===== src/rtl/cfs_pkg.sv =====
package cfs_pkg;

    typedef enum logic [2:0] {
        ST_OFF,
        ST_MONO,
        ST_GAP_A,
        ST_SHORT,
        ST_GAP_B,
        ST_LONG,
        ST_TAIL
    } frame_state_e;

    typedef enum logic [1:0] {
        SEG_IDLE  = 2'd0,
        SEG_MONO  = 2'd1,
        SEG_SHORT = 2'd2,
        SEG_LONG  = 2'd3
    } seg_e;

    localparam int WAVE_W   = 16;
    localparam int FRAC_W   = 15;
    localparam int MONO_IW  = 4;
    localparam int QLUT_IW  = 4;

    // Bipolar doublet, Q15, twelve samples
    function automatic logic signed [WAVE_W-1:0] mono_rom(input logic [MONO_IW-1:0] idx);
        logic signed [WAVE_W-1:0] v;
        unique case (idx)
            4'd1:    v = 16'sd9830;
            4'd2:    v = 16'sd26214;
            4'd3:    v = 16'sd32767;
            4'd4:    v = 16'sd19661;
            4'd6:    v = -16'sd19661;
            4'd7:    v = -16'sd32767;
            4'd8:    v = -16'sd26214;
            4'd9:    v = -16'sd9830;
            default: v = 16'sd0;
        endcase
        return v;
    endfunction

    // First quadrant of a sine, bin centres, Q15
    function automatic logic [WAVE_W-1:0] quarter_sine(input logic [QLUT_IW-1:0] idx);
        logic [WAVE_W-1:0] v;
        unique case (idx)
            4'd0:    v = 16'd1608;
            4'd1:    v = 16'd4808;
            4'd2:    v = 16'd7962;
            4'd3:    v = 16'd11039;
            4'd4:    v = 16'd14010;
            4'd5:    v = 16'd16846;
            4'd6:    v = 16'd19520;
            4'd7:    v = 16'd22005;
            4'd8:    v = 16'd24279;
            4'd9:    v = 16'd26319;
            4'd10:   v = 16'd28106;
            4'd11:   v = 16'd29621;
            4'd12:   v = 16'd30852;
            4'd13:   v = 16'd31785;
            4'd14:   v = 16'd32413;
            default: v = 16'd32728;
        endcase
        return v;
    endfunction

endpackage


===== src/rtl/cfs_lfsr.sv =====
module cfs_lfsr #(
    parameter int          WIDTH = 5,
    parameter int          TAP   = 2,
    parameter logic [WIDTH-1:0] SEED = '1
) (
    input  logic clk_i,
    input  logic rst_ni,
    input  logic load_i,
    input  logic step_i,
    output logic chip_o
);

    logic [WIDTH-1:0] q;

    always_ff @(posedge clk_i or negedge rst_ni) begin
        if (!rst_ni) begin
            q <= SEED;
        end else if (load_i) begin
            q <= SEED;
        end else if (step_i) begin
            q <= {q[0] ^ q[TAP], q[WIDTH-1:1]};
        end
    end

    assign chip_o = q[0];

    // a maximal-length register never falls into the all-zero lockup
    a_r8_lfsr_nonzero: assert property (@(posedge clk_i) disable iff (!rst_ni)
        q != '0);

    // a load always restores the seed on the next cycle
    a_r12_reseed: assert property (@(posedge clk_i) disable iff (!rst_ni)
        load_i |=> q == SEED);

endmodule


===== src/rtl/cfs_carrier.sv =====
module cfs_carrier
    import cfs_pkg::*;
#(
    parameter int                 PHASE_W = 32,
    parameter logic [PHASE_W-1:0] INC     = 32'd343597384
) (
    input  logic                     clk_i,
    input  logic                     rst_ni,
    input  logic                     run_i,
    output logic signed [WAVE_W-1:0] sine_o
);

    localparam int IDX_LO = PHASE_W - 2 - QLUT_IW;

    logic [PHASE_W-1:0] acc;
    logic [1:0]         quad;
    logic [QLUT_IW-1:0] idx;
    logic [QLUT_IW-1:0] idx_m;
    logic [WAVE_W-1:0]  mag;

    always_ff @(posedge clk_i or negedge rst_ni) begin
        if (!rst_ni) begin
            acc <= '0;
        end else if (run_i) begin
            acc <= acc + INC;
        end else begin
            acc <= '0;
        end
    end

    always_comb begin
        quad   = acc[PHASE_W-1 -: 2];
        idx    = acc[IDX_LO +: QLUT_IW];
        idx_m  = quad[0] ? ~idx : idx;
        mag    = quarter_sine(idx_m);
        sine_o = quad[1] ? -$signed(mag) : $signed(mag);
    end

    // the phase starts from zero on the first sample of each segment
    a_r7_phase_restart: assert property (@(posedge clk_i) disable iff (!rst_ni)
        !run_i |=> acc == '0);

endmodule


===== src/rtl/cfs_frame_ctrl.sv =====
module cfs_frame_ctrl
    import cfs_pkg::*;
#(
    parameter int FRAME_LEN = 30000,
    parameter int MONO_LEN  = 12,
    parameter int SHORT_OFS = 525,
    parameter int SHORT_LEN = 372,
    parameter int LONG_OFS  = 2025,
    parameter int LONG_LEN  = 24564,
    parameter int CNT_W     = $clog2(FRAME_LEN)
) (
    input  logic             clk_i,
    input  logic             rst_ni,
    input  logic             en_i,
    output frame_state_e     state_o,
    output logic [CNT_W-1:0] cnt_o
);

    localparam logic [CNT_W-1:0] MONO_END    = CNT_W'(MONO_LEN - 1);
    localparam logic [CNT_W-1:0] SHORT_PRE   = CNT_W'(SHORT_OFS - 1);
    localparam logic [CNT_W-1:0] SHORT_END   = CNT_W'(SHORT_OFS + SHORT_LEN - 1);
    localparam logic [CNT_W-1:0] LONG_PRE    = CNT_W'(LONG_OFS - 1);
    localparam logic [CNT_W-1:0] LONG_END    = CNT_W'(LONG_OFS + LONG_LEN - 1);
    localparam logic [CNT_W-1:0] FRAME_LAST  = CNT_W'(FRAME_LEN - 1);

    frame_state_e     state_q, state_d;
    logic [CNT_W-1:0] cnt_q, cnt_d;

    always_ff @(posedge clk_i or negedge rst_ni) begin
        if (!rst_ni) begin
            state_q <= ST_OFF;
            cnt_q   <= '0;
        end else begin
            state_q <= state_d;
            cnt_q   <= cnt_d;
        end
    end

    always_comb begin
        state_d = state_q;
        unique case (state_q)
            ST_OFF:   if (en_i)                 state_d = ST_MONO;
            ST_MONO:  if (cnt_q == MONO_END)    state_d = ST_GAP_A;
            ST_GAP_A: if (cnt_q == SHORT_PRE)   state_d = ST_SHORT;
            ST_SHORT: if (cnt_q == SHORT_END)   state_d = ST_GAP_B;
            ST_GAP_B: if (cnt_q == LONG_PRE)    state_d = ST_LONG;
            ST_LONG:  if (cnt_q == LONG_END)    state_d = ST_TAIL;
            ST_TAIL:  if (cnt_q == FRAME_LAST)  state_d = en_i ? ST_MONO : ST_OFF;
            default:                            state_d = ST_OFF;
        endcase

        if (state_q == ST_OFF || cnt_q == FRAME_LAST) begin
            cnt_d = '0;
        end else begin
            cnt_d = cnt_q + 1'b1;
        end
    end

    assign state_o = state_q;
    assign cnt_o   = cnt_q;

    // the offset counter never passes the frame length
    a_r2_cnt_range: assert property (@(posedge clk_i) disable iff (!rst_ni)
        cnt_q <= FRAME_LAST);

    // while idle the offset stays parked at zero
    a_r11_off_parked: assert property (@(posedge clk_i) disable iff (!rst_ni)
        state_q == ST_OFF |-> cnt_q == '0);

    // every running frame starts at offset zero in the monocycle state
    a_r2_wrap_to_mono: assert property (@(posedge clk_i) disable iff (!rst_ni)
        (state_q != ST_OFF && cnt_q == FRAME_LAST && en_i) |=> (state_q == ST_MONO && cnt_q == '0));

    // enable is ignored inside a frame
    a_r11_no_abort: assert property (@(posedge clk_i) disable iff (!rst_ni)
        (state_q != ST_OFF && state_q != ST_TAIL) |=> state_q != ST_OFF);

endmodule


===== src/rtl/coded_frame_sequencer.sv =====
module coded_frame_sequencer
    import cfs_pkg::*;
#(
    parameter int          FRAME_LEN   = 30000,
    parameter int          MONO_LEN    = 12,
    parameter int          SHORT_DELAY = 525,
    parameter int          LONG_DELAY  = 1500,
    parameter int          CHIP_CLKS   = 12,
    parameter int          SHORT_BITS  = 5,
    parameter int          LONG_BITS   = 11,
    parameter int          LFSR_TAP    = 2,
    parameter int          PHASE_W     = 32,
    parameter logic [31:0] PHASE_INC   = 32'd343597384,
    parameter int          GAIN_MONO   = 30000,
    parameter int          GAIN_SHORT  = 8000,
    parameter int          GAIN_LONG   = 16000,
    parameter int          SAMPLE_W    = 16
) (
    input  logic                       clk_i,
    input  logic                       rst_ni,
    input  logic                       en_i,
    output logic signed [SAMPLE_W-1:0] sample_o,
    output logic [1:0]                 seg_o,
    output logic                       frame_start_o
);

    localparam int SHORT_CHIPS = (1 << SHORT_BITS) - 1;
    localparam int LONG_CHIPS  = (1 << LONG_BITS) - 1;
    localparam int SHORT_LEN   = SHORT_CHIPS * CHIP_CLKS;
    localparam int LONG_LEN    = LONG_CHIPS * CHIP_CLKS;
    localparam int SHORT_OFS   = SHORT_DELAY;
    localparam int LONG_OFS    = SHORT_DELAY + LONG_DELAY;
    localparam int CNT_W       = $clog2(FRAME_LEN);
    localparam int CHIP_W      = $clog2(CHIP_CLKS);
    localparam int GAIN_W      = WAVE_W + 1;
    localparam int PROD_W      = WAVE_W + GAIN_W;

    localparam logic [CHIP_W-1:0]        CHIP_LAST = CHIP_W'(CHIP_CLKS - 1);
    localparam logic signed [GAIN_W-1:0] G_MONO    = GAIN_W'(GAIN_MONO);
    localparam logic signed [GAIN_W-1:0] G_SHORT   = GAIN_W'(GAIN_SHORT);
    localparam logic signed [GAIN_W-1:0] G_LONG    = GAIN_W'(GAIN_LONG);

    frame_state_e             state;
    logic [CNT_W-1:0]         cnt;
    logic [CHIP_W-1:0]        chip_cnt;
    logic                     seq_run;
    logic                     chip_end;
    logic                     seed_load;
    logic                     chip_short;
    logic                     chip_long;
    logic signed [WAVE_W-1:0] sine;

    logic signed [WAVE_W-1:0]   base_d;
    logic signed [GAIN_W-1:0]   gain_d;
    logic signed [PROD_W-1:0]   prod_d;
    logic signed [SAMPLE_W-1:0] sample_d;
    seg_e                       seg_d;

    // Frame timing controller
    cfs_frame_ctrl #(
        .FRAME_LEN (FRAME_LEN),
        .MONO_LEN  (MONO_LEN),
        .SHORT_OFS (SHORT_OFS),
        .SHORT_LEN (SHORT_LEN),
        .LONG_OFS  (LONG_OFS),
        .LONG_LEN  (LONG_LEN),
        .CNT_W     (CNT_W)
    ) u_ctrl (
        .clk_i   (clk_i),
        .rst_ni  (rst_ni),
        .en_i    (en_i),
        .state_o (state),
        .cnt_o   (cnt)
    );

    assign seq_run   = (state == ST_SHORT) || (state == ST_LONG);
    assign chip_end  = seq_run && (chip_cnt == CHIP_LAST);
    assign seed_load = (state == ST_OFF) || (state == ST_MONO);

    // Chip timer: restarts at each sequence segment
    always_ff @(posedge clk_i or negedge rst_ni) begin
        if (!rst_ni) begin
            chip_cnt <= '0;
        end else if (!seq_run || chip_end) begin
            chip_cnt <= '0;
        end else begin
            chip_cnt <= chip_cnt + 1'b1;
        end
    end

    // One code generator per sequence segment
    cfs_lfsr #(
        .WIDTH (SHORT_BITS),
        .TAP   (LFSR_TAP),
        .SEED  ('1)
    ) u_code_short (
        .clk_i  (clk_i),
        .rst_ni (rst_ni),
        .load_i (seed_load),
        .step_i (chip_end && (state == ST_SHORT)),
        .chip_o (chip_short)
    );

    cfs_lfsr #(
        .WIDTH (LONG_BITS),
        .TAP   (LFSR_TAP),
        .SEED  ('1)
    ) u_code_long (
        .clk_i  (clk_i),
        .rst_ni (rst_ni),
        .load_i (seed_load),
        .step_i (chip_end && (state == ST_LONG)),
        .chip_o (chip_long)
    );

    cfs_carrier #(
        .PHASE_W (PHASE_W),
        .INC     (PHASE_W'(PHASE_INC))
    ) u_carrier (
        .clk_i  (clk_i),
        .rst_ni (rst_ni),
        .run_i  (seq_run),
        .sine_o (sine)
    );

    // Segment selection, modulation and gain
    always_comb begin
        base_d = '0;
        gain_d = '0;
        seg_d  = SEG_IDLE;
        unique case (state)
            ST_MONO: begin
                seg_d  = SEG_MONO;
                base_d = mono_rom(cnt[MONO_IW-1:0]);
                gain_d = G_MONO;
            end
            ST_SHORT: begin
                seg_d  = SEG_SHORT;
                base_d = chip_short ? -sine : sine;
                gain_d = G_SHORT;
            end
            ST_LONG: begin
                seg_d  = SEG_LONG;
                base_d = chip_long ? -sine : sine;
                gain_d = G_LONG;
            end
            default: begin
                seg_d  = SEG_IDLE;
                base_d = '0;
                gain_d = '0;
            end
        endcase
        prod_d   = base_d * gain_d;
        sample_d = SAMPLE_W'(prod_d >>> FRAC_W);
    end

    // Output register
    always_ff @(posedge clk_i or negedge rst_ni) begin
        if (!rst_ni) begin
            sample_o      <= '0;
            seg_o         <= SEG_IDLE;
            frame_start_o <= 1'b0;
        end else begin
            sample_o      <= sample_d;
            seg_o         <= seg_d;
            frame_start_o <= (state == ST_MONO) && (cnt == '0);
        end
    end

    // the strobe marks a monocycle sample and is one cycle wide
    a_r2_strobe_in_mono: assert property (@(posedge clk_i) disable iff (!rst_ni)
        frame_start_o |-> seg_o == SEG_MONO);

    a_r3_strobe_single: assert property (@(posedge clk_i) disable iff (!rst_ni)
        frame_start_o |=> (!frame_start_o && seg_o == SEG_MONO));

    // an idle segment is silent
    a_r6_idle_quiet: assert property (@(posedge clk_i) disable iff (!rst_ni)
        seg_o == SEG_IDLE |-> sample_o == '0);

    // sequence drive never exceeds its gain
    a_r10_short_bound: assert property (@(posedge clk_i) disable iff (!rst_ni)
        seg_o == SEG_SHORT |-> (sample_o <= SAMPLE_W'(GAIN_SHORT) && sample_o >= -SAMPLE_W'(GAIN_SHORT)));

    a_r10_long_bound: assert property (@(posedge clk_i) disable iff (!rst_ni)
        seg_o == SEG_LONG |-> (sample_o <= SAMPLE_W'(GAIN_LONG) && sample_o >= -SAMPLE_W'(GAIN_LONG)));

    // sequence segments are entered only from an idle gap
    a_r4_short_entry: assert property (@(posedge clk_i) disable iff (!rst_ni)
        (seg_o == SEG_SHORT && $past(seg_o) != SEG_SHORT) |-> $past(seg_o) == SEG_IDLE);

    a_r5_long_entry: assert property (@(posedge clk_i) disable iff (!rst_ni)
        (seg_o == SEG_LONG && $past(seg_o) != SEG_LONG) |-> $past(seg_o) == SEG_IDLE);

endmodule


===== config.mk =====
export PLATFORM = sky130hd
export DESIGN_NAME = coded_frame_sequencer
export DESIGN_NICKNAME = d
export VERILOG_FILES = /design/src/rtl/cfs_pkg.sv /design/src/rtl/cfs_lfsr.sv /design/src/rtl/cfs_carrier.sv /design/src/rtl/cfs_frame_ctrl.sv /design/src/rtl/coded_frame_sequencer.sv
export SDC_FILE = /design/constraint.sdc
export NUM_CORES = 1
export LEC_CHECK = 0
export BUFFER_PORTS_ARGS = -buffer_cell sky130_fd_sc_hd__buf_4
export CAP_MARGIN = 40
export CORE_MARGIN = 5
export CORE_UTILIZATION = 45
export DETAILED_ROUTE_END_ITERATION = 16
export HOLD_SLACK_MARGIN = 0.06
export SLEW_MARGIN = 30
export SYNTH_ARGS = -nofsm -noshare
export SYNTH_HDL_FRONTEND = slang
export SYNTH_HIERARCHICAL = 1
export SYNTH_SLANG_ARGS = --single-unit

===== constraint.sdc =====
create_clock -name clk_i -period 9.59 [get_ports clk_i]
set_input_delay 1.4385 -clock clk_i [delete_from_list [all_inputs] [get_ports clk_i]]
set_output_delay 1.4385 -clock clk_i [all_outputs]
set_load 0.02 [all_outputs]

---- Word-level counts from Yosys, hierarchy flattened ----
Memory sizes are Yosys's and may differ from the RTL's.
Index checks and enable logic that the tools add are counted.
word-level totals
  bits in writable memories ............... 0
  memories kept ........................... 2
  bits in registers ....................... 89
  output and inout bits ................... 19
  bits in latches ......................... 0
  bits of input ports ..................... 3
  memory bits (read-only) ................. 496
  logic and storage cells ................. 77
operators by class
  shifts and indexed selects .............. 0
  equal/unequal tests ..................... 20
  bitwise operators ....................... 3
  reduce and logical (&&, ||, !) cells .... 14
  add/sub/neg operators ................... 5
  multipliers ............................. 1
  $lt $le $gt $ge ......................... 0
  multiplexer cells ....................... 23
  div/mod/pow operators ................... 0
memories
  memory            depth  width  read ports  clocked after memory_dff  write ports  line           source
  (name not given)  16     16     1           0                         0            cfs_pkg.sv:28  unique case (idx)
  (name not given)  16     15     1           0                         0            cfs_pkg.sv:45  unique case (idx)
operators with widths
  operator                                                           count
  16-bit 2-to-1 mux                                                  3
  16-bit one-hot mux with 3 select lines                             1
  15-bit one-hot mux with 3 select lines                             1
  32-bit by 29-bit adder with 32-bit output, second input constant   1
  32-bit 2-to-1 mux                                                  1
  16-bit negation                                                    2
  16-bit by 16-bit multiplier with 31-bit output                     1
  15-bit by 10-bit == test with 1-bit output, second input constant  2
  15-bit == test, second input constant                              2
  11-bit 2-to-1 mux                                                  2
  3-bit 2-to-1 mux                                                   7
  3-bit one-hot mux with 7 select lines                              1
  15-bit by 1-bit adder with 15-bit output, second input constant    1
  15-bit by 11-bit == test with 1-bit output, second input constant  1
  15-bit by 4-bit == test with 1-bit output, second input constant   1
  15-bit logical NOT                                                 1
  15-bit 2-to-1 mux                                                  1
  2-bit by 1-bit != test with 1-bit output, second input constant    6
  5-bit 2-to-1 mux                                                   2
  3-bit == test, second input constant                               3
  4-bit 2-to-1 mux                                                   2
  7-bit AND reduction                                                1
  3-bit by 2-bit == test with 1-bit output, second input constant    2
  2-bit one-hot mux with 3 select lines                              1
  other kinds (12)                                                   20

---- Longest topological paths before layout ----
Gate-level depths: netlist of run 1.
An unclocked memory read counts as a cell.
  word-level depth ........................ 9
  depth in mapped cells ................... 36

---- Modules after synthesis ----
Netlist of run 1, hierarchy kept.
by module, submodules not included
  module                    times used  cells each  seq. area each (µm²)  area an instance (µm²)
  coded_frame_sequencer     1           874         575.6                 7872.6
  cfs_carrier               1           299         725.7                 2419.8
  cfs_frame_ctrl            1           121         450.4                 1101.1
  cfs_lfsr at u_code_long   1           37          289.0                 471.7
  cfs_lfsr at u_code_short  1           18          131.4                 217.7

---- Worst setup path before layout of run 1 ----
OpenSTA, ideal clock, no wires.
  path type ............................... reg2reg
  start point ............................. register u_carrier.acc[26]
  end point ............................... register sample_o[9]
  period minus slack after synthesis ...... 8.626 ns
  arrival ................................. 8.487 ns
  path buffers ............................ 2
  path slack .............................. 0.964 ns
  data required time ...................... 9.451 ns
  library setup time ...................... 0.139 ns
  cell stages (with the launch flop) ...... 31
  path through ............................ dfrtp_1 > clkbuf_1 > inv_1 > clkbuf_1 > ha_1 > a32oi_1 > inv_1 > ha_1 > nand2_1 > o21ai_0 > inv_1 > ha_1 > or3b_2 > or3_1 > nand2_1 > nor2_1 > a21oi_1 > fa_1 > fa_1 > inv_1 > fa_1 > fa_1 > fa_1 > ha_1 > ha_1 > a21o_1 > o221a_2 > a311oi_1 > o21ai_0 > a2111oi_0 > nor4_1
between the ends
  word-level cells in the longest chain between the ends .. 9
  elaborated cells between the ends (all ways) .. 10
  those cells by class .................... add/sub (2); mul (1); mux (5); bitwise (1); memory (1)
ends and longest elaborated chain
  what                                                line                                                        source
  start: declaration                                  cfs_carrier.sv:15                                           logic [PHASE_W-1:0] acc;
  start signal: assignment                            cfs_carrier.sv:25                                           acc <= acc + INC;
  4-bit inverter                                      cfs_carrier.sv:34                                           idx_m = quad[0] ? ~idx : idx;
  4-bit 2-to-1 mux (*)                                cfs_carrier.sv:34
  memory read 16 x 15 bit (*)                         --
  16-bit negation                                     cfs_carrier.sv:36                                           sine_o = quad[1] ? -$signed(mag) : $signed(mag);
  16-bit 2-to-1 mux (*)                               cfs_carrier.sv:36
  named net sine[0]                                   coded_frame_sequencer.sv:51                                 logic signed [WAVE_W-1:0] sine;
  16-bit negation                                     coded_frame_sequencer.sv:139, coded_frame_sequencer.sv:144
  16-bit 2-to-1 mux (on tied branches)                coded_frame_sequencer.sv:144, coded_frame_sequencer.sv:139
  16-bit one-hot mux with 3 select lines (*)          coded_frame_sequencer.sv:131                                unique case (state)
  16-bit by 16-bit multiplier with 31-bit output (*)  coded_frame_sequencer.sv:153                                prod_d = base_d * gain_d;
  named net prod_d[24]                                coded_frame_sequencer.sv:55                                 logic signed [PROD_W-1:0] prod_d;
  end signal: assignment                              coded_frame_sequencer.sv:164                                sample_o <= sample_d;
  end: declaration                                    coded_frame_sequencer.sv:22                                 output logic signed [SAMPLE_W-1:0] sample_o,
The timed path passes the listed nets; every way through them passes the cells marked *.
A chain may end at the register's enable or synchronous reset.

---- Worst setup path after layout of run 1 ----
  start point ............................. register u_carrier.acc[29]
  end point ............................... register sample_o[9]
The elaborated chain is that of the path after synthesis.

==> results of run 1 <==
## sequential cells by signal (all words and copies together) (netlist names)
register	flops
sample_o	16
u_code_short/q	5
frame_start_o	1
seg_o	2
u_carrier/acc	29
chip_cnt	4
u_ctrl/state_o	3
u_code_long/q	11
u_ctrl/cnt_o	15
## synthesized netlist by cell type, types with 5 or more instances
library cell	count	share of area, %
o21a_1	15	0.93
xnor2_1	60	4.3
a21boi_0	6	0.37
clkbuf_1	37	1.1
a22oi_1	7	0.43
nand3_1	18	0.75
xor2_1	34	2.5
buf_2	10	0.41
ha_1	101	10
a211oi_1	8	0.50
nand2b_1	18	0.93
dfrtp_1	70	14
o31ai_1	9	0.56
and2_1	15	0.78
nand4_1	15	0.78
fa_1	151	25
nor4_1	12	0.62
o41ai_1	5	0.36
mux2i_1	22	1.8
and3_1	9	0.47
a21oi_1	49	2.0
dfstp_2	16	3.5
nand2_1	105	3.3
a31oi_1	6	0.31
o21ai_1	6	0.25
a21o_1	10	0.62
nor2_1	123	3.8
or3_1	9	0.47
o22ai_1	5	0.26
o21ai_0	44	1.8
nor3b_1	10	0.62
nor3_1	23	0.95
inv_1	215	6.7
nor2b_1	18	0.93
## layout make-up
cell class,instances,area share [%]
clock inverter,3,0.174
sequential,86,16.8
tap,341,3.30
inverter,218,6.33
timing repair buffer,36,2.34
multi-input combinational,993,68.8
clock buffer,13,2.26
## worst min-delay path by stage
stage | from | end | slack (ns) | cells past startpoint
after floorplan | chip_cnt[0]$_DFF_PN0_ | chip_cnt[0]$_DFF_PN0_ | 0.43 | 1
after global placement | chip_cnt[0]$_DFF_PN0_ | chip_cnt[0]$_DFF_PN0_ | 0.44 | 1
after detailed placement | chip_cnt[0]$_DFF_PN0_ | chip_cnt[0]$_DFF_PN0_ | 0.46 | 1
after CTS | chip_cnt[0]$_DFF_PN0_ | chip_cnt[0]$_DFF_PN0_ | 0.47 | 1
after global routing | chip_cnt[0]$_DFF_PN0_ | chip_cnt[0]$_DFF_PN0_ | 0.47 | 1
final | chip_cnt[0]$_DFF_PN0_ | chip_cnt[0]$_DFF_PN0_ | 0.46 | 1
## worst register-to-register path, delay by kind of cell, from the launching register on
family	cells	cell delay, ns
adder cells (fa/ha/maj)	8	3.59
AO/OA/AOI/OAI	8	2.64
AND/OR/NAND/NOR	7	1.66
flip-flops	1	0.43
buffers and inverters	2	0.32
XOR/XNOR	2	0.28
## per-stage QoR
stage	area (sq um)	util (%)
3_3_place_gp	12500	46.8
4_1_cts	12900	48.2
6_report	12900	48.4
5_1_grt	12900	48.4
2_1_floorplan	12100	-
3_5_place_dp	12600	47.0
## metal layers
metal / global-route usage (%) / wire length (microns)
met5: 0 / 0
met3: 2.94 / 952
met4: 3.99 / 379
met1: 28.1 / 13600
met2: 28.8 / 12400
## repair_timing
action / CTS / global route
gates resized for setup: 0 / 5
setup buffers: 0 / 0
hold buffers: 0 / 0
setup endpoints to repair: 0 / 5
## cell families after synthesis
family / Yosys count / synth area share [%]
buffers and inverters: 270 / 8.65
xor gates and xnor gates: 95 / 7.00
DFF: 86 / 18.0
muxes: 24 / 2.01
and+or+nand+nor: 411 / 17.2
adders and majority gates: 253 / 35.6
AOI/OAI and AO/OA: 210 / 11.6
==> impl_metrics.toml, run 1 <==
[run_status]
outcome = "finished, final reports clean"

[sta]
hold_viol = 0
worst_slew_pin_slew_ns = 0.730
tns_ns = 0
setup_viol = 0
period_share_pct = 94.2
rsz0062_at_grt = "no"
max-slew-margin-rel_pct = 51.0
whs_ns = 0.462
finClkSkew_ns = 0.0103
clock.fmax_ghz = 0.111
layout_setup_ws_ns = 0.558
fin_crit_ns = 9.03
finalMaxSlewViolations = 0

[detailed_routing]
drc = 0
drt-total-wl_microns = 27300
dr.pass1.iters = 5
antenna_left = 0
viasPerCell = 5.26
wire_per_inst_microns = 16.1
drt_iter0_drc = 624
vias = 8890

[setup_path]
crit_family = "adder cells"
cpMaxStageDelayCell = "fa_1"
cp.required_ns = 9.81
r2r-start = "u_carrier/acc[29]$_DFF_PN0_"
critical_path_depth = 27
path_buf_inv = 2
path_common_cell = "fa_1"
start_kind = "flip-flop"
crit_start = "u_carrier/acc[29]$_DFF_PN0_"
crit_type = "flip-flop to flip-flop"
rr_endpoint = "sample_o[9]$_DFF_PN0_"
max_stage_delay_ns = 0.55
cp_max_fo = 20
ff2ff_setup_slack_ns = 0.56
crit_end = "sample_o[9]$_DFF_PN0_"
arrival_ns = 9.25
end_kind = "flip-flop"
rr_worst_depth = 27

[grt]
grtUsageTotal_pct = 18.7
antenna_found_initial = 0
first_global_vias = 8958
grt_max_degree = 47
grt.overflow.total = 0
grt_pass1_wl_microns = 46800

[synth]
synth_fp_nets = 1604
postSynthAreaPerCell_sq_um = 8.96
synth-seq-area-share_pct = 18.0
netlist_area_sq_um = 12100
synth_edf_count = 0
synth-seq-cells = 86
synthDistinctLibCells = 84
synth_async_sr_flop_share_pct = 100
ys_warn_count = 6
netlist_instances = 1349
ys.flop_type = "dfrtp_1"

[clock_tree]
root_buffer = "clkbuf_16"
cts-buffers-inserted = 9
htree_levels = 3
clock_sinks = 86
cts_tree = "built"
cts_max_path_buffers = 2
path_clk_slew_ns = 0.07
clock_latency_ns = 0.35

[place]
dp.cells = 1671
hpwlAfterDp_microns = 22200
io_buffers = 21
dp_slack_ns = 0.440
place_congestion = 0.875

[final_layout]
final_common_cell = "inv_1"
fin_nets = 1599
multi_input_area_sq_um = 8900
area_growth_pct = 7.04
n_fill_cell = 2557
antennaDiodeCount = 0
final_cell_mix = "inv_1 (215), fa_1 (151), nor2_1 (122)"
stdcell_count = 1690
drive_gt1_share_pct = 7.64
regArea_sq_um = 2170

[floorplanning]
dieArea_sq_um = 30200
io_pins = 22
fp.dieH_microns = 174
coreArea_sq_um = 26700
die_w_microns = 174
rows = 60
start_util_pct = 45.2

[worst_hold_path]
hold_class = "flip-flop to flip-flop"

[run]
maxCapViolCount = 0
Power of run 1 is left out: the tool's default activity adds up to more than one toggle a clock period on the data nets, which glitch-free logic cannot reach.
==> run 2: changes to the inputs <==
--- a/config.mk
+++ b/config.mk
@@ -5,6 +5,7 @@
 export SDC_FILE = /design/constraint.sdc
 export NUM_CORES = 1
 export LEC_CHECK = 0
+export ABC_AREA = 1
 export BUFFER_PORTS_ARGS = -buffer_cell sky130_fd_sc_hd__buf_4
 export CAP_MARGIN = 40
 export CORE_MARGIN = 5
==> impl_metrics.toml, run 2 <==
[detailed_routing]
drc = 0
vias = 10700
drt_iter0_drc = 627
antenna_left = 0
top_layer = "met4"
wirelength_met1_microns = 15500
viasPerCell = 5.06
wire_per_inst_microns = 15.2
dr.pass1.iters = 5
drt-total-wl_microns = 32100
wl_met3_microns = 1520
wl_met2_microns = 14700

[sta]
clock.fmax_ghz = 0.123
setup_viol = 0
worst_slew_pin_slew_ns = 0.729
period_share_pct = 84.5
rsz0062_at_grt = "no"
hold_viol = 0
tns_ns = 0
finalMaxSlewViolations = 0
finClkSkew_ns = 0.0170
max-slew-margin-rel_pct = 51.1
fin_crit_ns = 8.11

[floorplanning]
rows = 61
start_util_pct = 45.8
dieArea_sq_um = 31800
die_w_microns = 178
coreArea_sq_um = 27900
fp.dieH_microns = 178
io_pins = 22

[clock_tree]
path_clk_slew_ns = 0.09
clock_latency_ns = 0.37
clock_sinks = 86
root_buffer = "clkbuf_16"
cts.hold.buffers_added = 0
cts_tree = "built"
cts_max_path_buffers = 2
cts-buffers-inserted = 9
htree_levels = 3
cts_resized = 0
post_cts_buffers = 0

[final_layout]
drive_gt1_share_pct = 9.32
final_common_cell = "nand2_1"
regMostFlops = "u_carrier/acc"
area_growth_pct = 6.89
fin_nets = 1989
antennaDiodeCount = 0
largest_reg_flops = 29
final_cell_mix = "nand2_1 (371), inv_1 (344), nor2_1 (185)"

[setup_path]
crit_type = "flip-flop to flip-flop"
rr_endpoint = "sample_o[13]$_DFF_PN0_"
arrival_ns = 8.41
cp_max_fo = 12
start_kind = "flip-flop"
cp.required_ns = 9.89
cpMaxStageDelayCell = "ha_1"
path_common_cell = "inv_1"
ff2ff_setup_slack_ns = 1.48
r2r-start = "u_carrier/acc[30]$_DFF_PN0_"
rr_worst_depth = 32
max_stage_delay_ns = 0.54
end_kind = "flip-flop"

[synth]
yosys.area.top_type = "fa_1"
yosys-top-cells-area = "fa_1 (24%), dfrtp_1 (14%), nand2_1 (11%)"
synth_fp_nets = 1970
synth-seq-area-share_pct = 17.0
synth-seq-cells = 86
netlist_area_sq_um = 12800
netlist_instances = 1715
synth_most_common_cell = "nand2_1"
postSynthAreaPerCell_sq_um = 7.44
synth_async_sr_flop_share_pct = 100
synth_top_cells_by_count = "nand2_1 (371), inv_1 (344), nor2_1 (185)"
ys_warn_count = 6
synth_top_area_share_pct = 23.7
synth_edf_count = 0
synthDistinctLibCells = 54
ys.flop_type = "dfrtp_1"

[run]
maxCapViolCount = 0

[worst_hold_path]
hold_class = "flip-flop to flip-flop"
holdPathEnd = "u_carrier/acc[3]$_DFF_PN0_"
hold_start = "u_carrier/acc[3]$_DFF_PN0_"
min_path_cells = 1

[grt]
grt_max_degree = 44
first_global_vias = 11000
antenna_found_initial = 0
grtUsageTotal_pct = 21.5
grt.overflow.total = 0
grt_pass1_wl_microns = 54700

[place]
io_buffers = 21
place_congestion = 0.956
hpwlAfterDp_microns = 26500

[run_status]
outcome = "finished, final reports clean"
-- run 2: kinds of logic after synthesis --
family | count (synthesis) | synth area share [%]
AOI/OAI and AO/OA | 181 | 8.14
xor gates and xnor gates | 36 | 2.47
adders and majority gates | 252 | 33.6
buffers and inverters | 386 | 11.8
and+or+nand+nor | 774 | 26.9
DFF | 86 | 17.0
-- run 2: critical path: cells and delay by family (launching register included) --
family / cells / cell delay [ns]
AND/OR/NAND/NOR: 11 / 1.81
flip-flops: 1 / 0.48
adder cells (fa/ha/maj): 10 / 4.25
buffers and inverters: 7 / 0.76
XOR/XNOR: 1 / 0.14
AO/OA/AOI/OAI: 3 / 0.60
-- run 2: per-layer routing --
layer	global-route usage, %	up-vias
met4	4.45	0
li1	-	5330
met2	34.9	234
met3	3.31	28
met5	0	-
met1	30.5	5121
-- run 2: how the worst max path moves through the flow --
stage / start / slack, ns / cells after the start / to
after floorplan: u_carrier/acc[30]$_DFF_PN0_ / 2.33 / 35 / sample_o[14]$_DFF_PN0_
after global placement: u_carrier/acc[30]$_DFF_PN0_ / 1.73 / 34 / sample_o[14]$_DFF_PN0_
after detailed placement: u_carrier/acc[30]$_DFF_PN0_ / 1.56 / 32 / sample_o[13]$_DFF_PN0_
after CTS: u_carrier/acc[30]$_DFF_PN0_ / 1.52 / 32 / sample_o[13]$_DFF_PN0_
after global routing: u_carrier/acc[30]$_DFF_PN0_ / 0.88 / 34 / sample_o[14]$_DFF_PN0_
final: u_carrier/acc[30]$_DFF_PN0_ / 1.48 / 32 / sample_o[13]$_DFF_PN0_
-- run 2: layout make-up --
| cell class | instances | area [sq um] |
|---|---|---|
| flip-flops and latches | 86 | 2170 |
| inverters | 368 | 1380 |
| well taps | 378 | 473 |
| clock inverters | 7 | 88.8 |
| repair buffers | 26 | 220 |
| multi-input cells | 1243 | 9080 |
| clock buffers | 9 | 225 |
| fillers | 2790 | 14200 |
-- run 2: through the flow --
stage | util [%] | hold WS (ns) | std cells | cell area (sq um) | setup slack (ns)
after global routing | 49.0 | 0.485 | 2117 | 13600 | 0.885
after detailed placement | 47.8 | 0.452 | 2099 | 13300 | 1.56
after global placement | 47.6 | 0.443 | 2097 | 13300 | 1.73
final | 49.0 | 0.463 | 2117 | 13600 | 1.48
after floorplan | - | 0.433 | 1715 | 12800 | 2.33
after CTS | 48.9 | 0.464 | 2115 | 13600 | 1.52
Power of run 2 is left out for the same reason.
==> run 3: changes to the inputs <==
==> constraint.sdc (replaced) <==
create_clock -name clk_i -period 7.5 [get_ports clk_i]
set_input_delay 1.125 -clock clk_i [delete_from_list [all_inputs] [get_ports clk_i]]
set_output_delay 1.125 -clock clk_i [all_outputs]
set_load 0.02 [all_outputs]
==> impl_metrics.toml, run 3 (synthesis results as in run 2) <==
[run_status]
outcome = "finished, final reports clean"

[setup_path]
path_common_cell = "nand2_1"
rr_endpoint = "sample_o[13]$_DFF_PN0_"
end_kind = "flip-flop"
crit_start = "u_carrier/acc[30]$_DFF_PN0_"
max_stage_delay_ns = 0.63
start_kind = "flip-flop"
cpMaxStageDelayCell = "fa_2"
rr_worst_depth = 37
ff2ff_setup_slack_ns = 0.28
r2r-start = "u_carrier/acc[30]$_DFF_PN0_"
arrival_ns = 7.48
cp.required_ns = 7.76
cp_max_fo = 8
crit_type = "flip-flop to flip-flop"

[sta]
finClkSkew_ns = 0.0173
period_share_pct = 96.3
layout_setup_ws_ns = 0.280
finalMaxSlewViolations = 0
hold_viol = 0
rsz0062_at_grt = "yes"
setup_viol = 0
max-slew-margin-rel_pct = 49.4
clock.fmax_ghz = 0.139
worst_slew_pin_slew_ns = 0.754
fin_crit_ns = 7.22

[worst_hold_path]
hold_start = "u_carrier/acc[3]$_DFF_PN0_"
holdPathEnd = "u_carrier/acc[3]$_DFF_PN0_"
min_path_cells = 1
hold_class = "flip-flop to flip-flop"

[detailed_routing]
wire_per_inst_microns = 15.5
drt-total-wl_microns = 33600
wl_met3_microns = 1460
top_layer = "met4"
viasPerCell = 5.06
drt_iter0_drc = 618
vias = 11000
wl_met2_microns = 15500
drc = 0
antenna_left = 0
dr.pass1.iters = 5
wirelength_met1_microns = 16100

[final_layout]
largest_reg_flops = 29
regMostFlops = "u_carrier/acc"
final_cell_mix = "nand2_1 (355), inv_1 (336), nor2_1 (174)"
drive_gt1_share_pct = 16.9
final_common_cell = "nand2_1"
finalInstanceArea_sq_um = 14500
area_growth_pct = 13.9
antennaDiodeCount = 0
fin_nets = 2035

[floorplanning]
io_pins = 22
dieArea_sq_um = 31800
die_w_microns = 178
coreArea_sq_um = 27900
fp.dieH_microns = 178
start_util_pct = 45.8
rows = 61

[place]
io_buffers = 21
dpl_cell_area_sq_um = 13500
place_congestion = 0.931
hpwlAfterDp_microns = 27100
dp_slack_ns = -0.133

[clock_tree]
htree_levels = 3
cts_max_path_buffers = 2
cts_tree = "built"
clock_sinks = 86
path_clk_slew_ns = 0.09
cts-buffers-inserted = 9
clock_latency_ns = 0.37
root_buffer = "clkbuf_16"
cts.hold.buffers_added = 0

[grt]
first_global_vias = 11000
grt_max_degree = 58
grt.overflow.total = 0
grtUsageTotal_pct = 22.0
grt_pass1_wl_microns = 55800
antenna_found_initial = 0

[run]
maxCapViolCount = 0
## run 3: cell types whose count changed in the layout (fill, tap and decap cells not counted), sizes merged
cell | before | now
buf | 26 | 71
clkinv | 4 | 3
clkbuf | 9 | 10
clkinvlp | 0 | 1
## run 3: repair_timing
item	4_1_cts	5_1_grt
pin swaps	2	50
setup endpoints to repair	3	16
buffers inserted	1	10
resized for setup	8	116
gates cloned	0	0
## run 3: layout make-up
| class | count | area [sq um] |
|---|---|---|
| clock buffers | 9 | 225 |
| clock inverters | 7 | 72.6 |
| fillers | 2745 | 13300 |
| inverters | 368 | 1380 |
| multi-input cells | 1243 | 9630 |
| flip-flops and latches | 86 | 2170 |
| well taps | 378 | 473 |
| repair buffers | 72 | 572 |
## run 3: per-stage QoR
stage	std cells	hold slack [ns]	setup TNS (ns)	utilization (%)
floorplan	1715	0.433	0	-
global placement	2133	0.451	-0.160	48.6
detailed placement	2133	0.454	-0.169	48.6
CTS	2150	0.465	0	49.8
global route	2163	0.489	-0.142	52.2
finish	2163	0.464	0	52.2
## run 3: worst max-delay path by stage
| stage | end | slack (ns) | cells past startpoint |
|---|---|---|---|
| global route | sample_o[15]$_DFF_PN0_ | -0.07 | 40 |
| floorplan | sample_o[14]$_DFF_PN0_ | 0.24 | 35 |
| global placement | sample_o[13]$_DFF_PN0_ | -0.16 | 32 |
| detailed placement | sample_o[13]$_DFF_PN0_ | -0.13 | 32 |
| CTS | sample_o[13]$_DFF_PN0_ | 0.01 | 31 |
| finish | sample_o[13]$_DFF_PN0_ | 0.28 | 37 |
## run 3: metal layers
| metal | GRT usage, % | vias up |
|---|---|---|
| met4 | 4.13 | 0 |
| met2 | 35.5 | 207 |
| met1 | 32.1 | 5299 |
| met5 | 0 | - |
| met3 | 2.88 | 30 |
| li1 | - | 5418 |
## run 3: critical path: cells and delay by family (launching register included)
kind,cells,cell delay (ns)
compound gates,2,0.46
xor+xnor,1,0.18
fa+ha+maj,7,3.17
buf+inv,8,0.87
flops,1,0.44
simple gates,19,1.98
Power of run 3 is left out for the same reason.
